$ cat src/rtl/smul_pkg.sv
package smul_pkg;

  typedef enum logic [1:0] {
    SAT_PASS = 2'd0,
    SAT_HI   = 2'd1,
    SAT_LO   = 2'd2
  } sat_pick_e;

  // partial-product bit, inverted when exactly one factor is a sign bit
  function automatic logic pp_bit(input logic x, input logic y, input logic inv);
    return (x & y) ^ inv;
  endfunction

endpackage

$ cat src/rtl/smul_pp_array.sv
module smul_pp_array
  import smul_pkg::*;
#(
  parameter int unsigned WIDTH = 8,
  localparam int unsigned PW = WIDTH + 1
) (
  input  logic [WIDTH-1:0] a_i,
  input  logic [WIDTH-1:0] b_i,
  output logic [PW-1:0]    low_o
);

  // correction one in column WIDTH; the one in column 2*WIDTH-1 falls outside
  localparam logic [PW-1:0] CORR = {1'b1, {WIDTH{1'b0}}};

  logic [WIDTH:0][PW-1:0] acc;

  assign acc[0] = CORR;

  for (genvar j = 0; j < WIDTH; j++) begin : g_row
    logic [PW-1:0] bits;
    always_comb begin
      bits = '0;
      for (int i = 0; i < WIDTH; i++) begin
        if (i + j <= WIDTH)
          bits[i+j] = pp_bit(a_i[i], b_i[j],
                             (i == WIDTH - 1) != (j == WIDTH - 1));
      end
    end
    assign acc[j+1] = acc[j] + bits;
  end

  assign low_o = acc[WIDTH];

  always_comb begin
    AST_LSB_PRODUCT: assert (low_o[0] == (a_i[0] & b_i[0]))
      else $error("AST_LSB_PRODUCT: bit 0 mismatch");
  end

endmodule

$ cat src/rtl/smul_ovf_detect.sv
module smul_ovf_detect #(
  parameter int unsigned WIDTH = 8,
  localparam int unsigned MAG = WIDTH - 2
) (
  input  logic [WIDTH-1:0] a_i,
  input  logic [WIDTH-1:0] b_i,
  input  logic             top_i,   // product bit WIDTH
  input  logic             msb_i,   // product bit WIDTH-1
  output logic             ovf_o
);

  logic [MAG:1] a_rel, b_rel;
  logic [MAG:1] pre_or, hit;
  logic         unused_lsb;

  assign unused_lsb = a_i[0] ^ b_i[0];

  for (genvar k = 1; k <= MAG; k++) begin : g_rel
    assign a_rel[k] = a_i[k] ^ a_i[WIDTH-1];
    assign b_rel[k] = b_i[k] ^ b_i[WIDTH-1];
  end

  // pair (x,y) with x+y >= WIDTH-1 means too few leading sign bits
  for (genvar y = 1; y <= MAG; y++) begin : g_chain
    if (y == 1) begin : g_first
      assign pre_or[y] = a_rel[MAG];
      assign hit[y]    = pre_or[y] & b_rel[y];
    end else begin : g_next
      assign pre_or[y] = pre_or[y-1] | a_rel[WIDTH-1-y];
      assign hit[y]    = hit[y-1] | (pre_or[y] & b_rel[y]);
    end
  end

  assign ovf_o = hit[MAG] | (top_i ^ msb_i);

  always_comb begin
    if (a_rel == '0 || b_rel == '0) begin
      AST_SMALL_OPERAND: assert (!hit[MAG])
        else $error("AST_SMALL_OPERAND: chain hit with a near-unit operand");
    end
  end

endmodule

$ cat src/rtl/smul_sat_sel.sv
module smul_sat_sel
  import smul_pkg::*;
#(
  parameter int unsigned WIDTH = 8
) (
  input  logic [WIDTH-1:0] raw_i,
  input  logic             ovf_i,
  input  logic             neg_i,
  output logic [WIDTH-1:0] res_o
);

  localparam logic [WIDTH-1:0] POS_LIM = {1'b0, {(WIDTH-1){1'b1}}};
  localparam logic [WIDTH-1:0] NEG_LIM = {1'b1, {(WIDTH-1){1'b0}}};

  sat_pick_e pick;

  always_comb begin
    if (!ovf_i)     pick = SAT_PASS;
    else if (neg_i) pick = SAT_LO;
    else            pick = SAT_HI;
  end

  always_comb begin
    unique case (pick)
      SAT_HI:  res_o = POS_LIM;
      SAT_LO:  res_o = NEG_LIM;
      default: res_o = raw_i;
    endcase
  end

  always_comb begin
    if (ovf_i && !neg_i) begin
      AST_CLAMP_POS: assert (res_o == POS_LIM)
        else $error("AST_CLAMP_POS: wrong positive limit");
    end
    if (ovf_i && neg_i) begin
      AST_CLAMP_NEG: assert (res_o == NEG_LIM)
        else $error("AST_CLAMP_NEG: wrong negative limit");
    end
  end

endmodule

$ cat src/rtl/smul_sat.sv
module smul_sat #(
  parameter int unsigned WIDTH = 8
) (
  input  logic [WIDTH-1:0] a_i,
  input  logic [WIDTH-1:0] b_i,
  output logic [WIDTH-1:0] p_sat_o,
  output logic             ovf_o
);

  localparam logic [WIDTH-1:0] POS_LIM = {1'b0, {(WIDTH-1){1'b1}}};
  localparam logic [WIDTH-1:0] NEG_LIM = {1'b1, {(WIDTH-1){1'b0}}};

  logic [WIDTH:0] low;
  logic           neg;

  assign neg = a_i[WIDTH-1] ^ b_i[WIDTH-1];

  smul_pp_array #(.WIDTH(WIDTH)) pp_i (
    .a_i   (a_i),
    .b_i   (b_i),
    .low_o (low)
  );

  smul_ovf_detect #(.WIDTH(WIDTH)) det_i (
    .a_i   (a_i),
    .b_i   (b_i),
    .top_i (low[WIDTH]),
    .msb_i (low[WIDTH-1]),
    .ovf_o (ovf_o)
  );

  smul_sat_sel #(.WIDTH(WIDTH)) sel_i (
    .raw_i (low[WIDTH-1:0]),
    .ovf_i (ovf_o),
    .neg_i (neg),
    .res_o (p_sat_o)
  );

  always_comb begin
    if (!ovf_o) begin
      AST_NO_OVERFLOW: assert (low[WIDTH] == low[WIDTH-1])
        else $error("AST_NO_OVERFLOW: unflagged product exceeds range");
    end
    if (a_i == '0 || b_i == '0) begin
      AST_ZERO_OPERAND: assert (!ovf_o && p_sat_o == '0)
        else $error("AST_ZERO_OPERAND: nonzero result");
    end
    if (a_i == NEG_LIM && b_i == NEG_LIM) begin
      AST_MIN_SQUARED: assert (ovf_o && p_sat_o == POS_LIM)
        else $error("AST_MIN_SQUARED: limit squared not clamped high");
    end
  end

endmodule

$ cat config.mk
export PLATFORM = sky130hd
export DESIGN_NAME = smul_sat
export DESIGN_NICKNAME = d
export VERILOG_FILES = /design/src/rtl/smul_pkg.sv /design/src/rtl/smul_pp_array.sv /design/src/rtl/smul_ovf_detect.sv /design/src/rtl/smul_sat_sel.sv /design/src/rtl/smul_sat.sv
export SDC_FILE = /design/constraint.sdc
export NUM_CORES = 1
export LEC_CHECK = 0
export ABC_CLOCK_PERIOD_IN_PS = 13300
export BUFFER_PORTS_ARGS = -buffer_cell sky130_fd_sc_hd__buf_2
export CAP_MARGIN = 5
export CORE_AREA = 2 2 60 62
export DETAILED_ROUTE_END_ITERATION = 10
export DIE_AREA = 0 0 62 64
export GPL_ROUTABILITY_DRIVEN = 0
export PLACE_DENSITY = 0.61
export SLEW_MARGIN = 20
export SYNTH_ARGS = -nofsm -noshare
export SYNTH_HDL_FRONTEND = slang
export SYNTH_HIERARCHICAL = 1
export SYNTH_SLANG_ARGS = --single-unit
$ cat constraint.sdc
create_clock -name vclk -period 13.3
set_clock_uncertainty 0.1 [all_clocks]
set_input_delay 2.66 -clock vclk [all_inputs]
set_output_delay 2.66 -clock vclk [all_outputs]
set_load 0.02 [all_outputs]
==> results.md <==
* Run status: complete, no violations
* Top-area cell type share of the netlist area at 0.310
* Slowest CP cell: fa_1
* Drt wl/cell at 13.7 um
* Least-Margin Pin Slew at 302 ps
* Hold_buf cts at 0
* Inst Count DP at 222
* Endpoints failing setup at 0
* Die footprint at 0.00397 mm^2
* Setup tns final at 0 ps
* Fin cells at 222
* Cells along the critical path: buf_2 -> and2_1 -> fa_1 -> inv_1 -> fa_1 -> fa_1 -> inv_1 -> fa_1 -> ha_1 -> a21oi_2 -> xnor2_2 -> xnor3_1 -> xor2_1 -> a221oi_1 -> o31ai_1 -> a211o_1 -> mux2_4 -> buf_2
* Pwr per Cell Area at 85.8 mW/mm^2
* Most used cell, CP: fa_1
* Die Width at 62 um
* Cts repair resizes at 0
* HP Class: in -> out
* Synth top area cells: fa_1 31%, ha_1 12%, and2_1 10%, xor2_1 8.1%, inv_1 7.9%
* Die Ht at 64 um
* Syn Inst Count at 152
* Mapped Nets at 200
* Maximum VDD drop at 0.0442 mV
* Area leader, netlist: fa_1
* Largest net degree at the start of global routing at 11
* Fin crit period at 10,210 ps
* Core ar. at 0.00328 mm^2
* Pre-CTS setup slack at 3070 ps
* Slew Limit Fails at 0
* Fmax at 97.9 MHz
* Fillcell total at 348
* Crit path DAT at 7450 ps
* Beginning of the worst hold path: b_i[0]
* Drt pass-1 iters at 4
* Synthesized cell area at 0.00129 mm^2
* Site row count at 21
* Post-route setup slack at between 3000 and 4000 ps
* Share of cells above drive strength 1 at 0.210
* CP Launch Type: input port
* First-pass GRT wire length at 5.31 mm
* Gr usage total at 0.177
* Max cap viols at 0
* CP Class: in -> out
* Register area share after synthesis at 0
* Post-Route WL at 3.05 mm
* Syn_area_per_cell at 8.49 um^2
* Final ANT Viol Nets at 0
* Tot Pwr at around 0.13 mW
* Period utilisation layout at 0.768
* Worst hold path endpoint: p_sat_o[0]
* Clock Buffer Count at 0
* Residual DRC at 0
* Initial DRC count at 33
* CP max stage delay at between 500 and 600 ps
* Global route overflow at 0
* Area Growth Syn to Fin at 13.8%
* Yosys cell types at 28
* Final hold violations at 0
* Antenna violations before repair at 0
* Sequential cell count at 0
* Worst Path Buf+Inv at 4
* CP endpoint kind: output port
* YS warnings at 6
* Hold WS at approximately 5800 ps
* Static Leak at between 0.7 and 0.8 nW
* Top-count cell post-synth: inv_1
* Final net count at 226
* Area of the multi-input gates at 0.00118 mm^2
* I/O Buffers at 25
* I/O Pins at 25
* Post-CTS setup buffer count at 0
* Ant. Diodes at 0
* Starting Density at 0.393
* Top Family by Delay on Critical Path: adder cells
* Depth of the worst hold-timing path at 5
* Synth top cells by count: 27 x inv_1, 21 x and2_1, 20 x fa_1, 17 x nand2_1
* Vias in the first global route at about 1,100
* Critical path origin: a_i[4]
* Detailed placement HPWL at about 2.6 mm
* Worst Path Max Fanout at 10
* Vias per inst at 4.84
* Rel. slew slack at 0.797
* CP Data Required Time at between 10,000 and 15,000 ps
* Register area at 0 um^2
* Total number of vias at 1,075
* Unrepaired setup endpoints after global routing: no
## area by class of cell
type / count / share of cell area
inverter: 27 / 0.0691
tap: 46 / 0.0392
timing repair buffer: 25 / 0.0853
multi-input combinational: 124 / 0.806
## stage by stage
stage | util | area [um^2]
after floorplan | - | 1290
after global routing | 0.447 | 1470
after global placement | 0.447 | 1470
after CTS | 0.447 | 1470
final | 0.447 | 1470
after detailed placement | 0.447 | 1470
## tightest hold or removal path: stages
cell	delay (ps)
buf_2	150
and2_1	140
inv_1	40
o21ai_0	70
buf_2	160
## report_power, final
part	switching [mW]	internal, mW	total [mW]
combinational	0.0674	0.0585	0.126
clock	0	0	0
sequential	0	0	0
## kinds of logic after synthesis
logic type      Yosys count  synth area share
compound gates           14            0.0669
fa+ha+maj                32             0.427
xor+xnor                 22             0.166
mux                       2            0.0194
buf+inv                  28            0.0824
simple gates             54             0.239
## how the worst max path moves through the flow
stage / end / slack, ps / depth (start not counted)
floorplan: p_sat_o[1] / 3300 / 16
global placement: p_sat_o[7] / 3160 / 18
detailed placement: p_sat_o[7] / 3070 / 18
CTS: p_sat_o[7] / 3060 / 18
global route: p_sat_o[7] / 2820 / 18
finish: p_sat_o[7] / 3090 / 18
## metal layers
layer / routed length [um] / up-vias / GRT usage / part of all wire
met5: 0 / - / 0 / 0
met4: 21 / 0 / 0.0133 / 0.0069
met3: 102 / 2 / 0.00405 / 0.033
met2: 1580 / 30 / 0.298 / 0.52
met1: 1350 / 525 / 0.259 / 0.44
li1: - / 518 / - / -
## layout by cell type (no fill, tap or decap)
master    Yosys  routed
a211o_1       1       1
fa_1         20      20
inv_1        27      27
xnor3_1       1       1
a21o_1        1       1
xnor2_2       1       1
nand2b_2      1       1
nor3_4        1       1
mux2_4        1       1
a21oi_2       1       1
xnor2_1       8       8
and2_2        5       5
and3_1        1       1
nand2_1      17      17
ha_1         12      12
nor2_1        3       3
o21ai_0       7       7
nand3_1       1       1
nor3_1        2       2
or3_4         1       1
xor2_1       12      12
a21oi_1       2       2
a221oi_1      1       1
o31ai_1       1       1
nand2_2       1       1
buf_2         1      25
mux2i_1       1       1
and2_1       21      21
(Power assumes the default switching activity.)
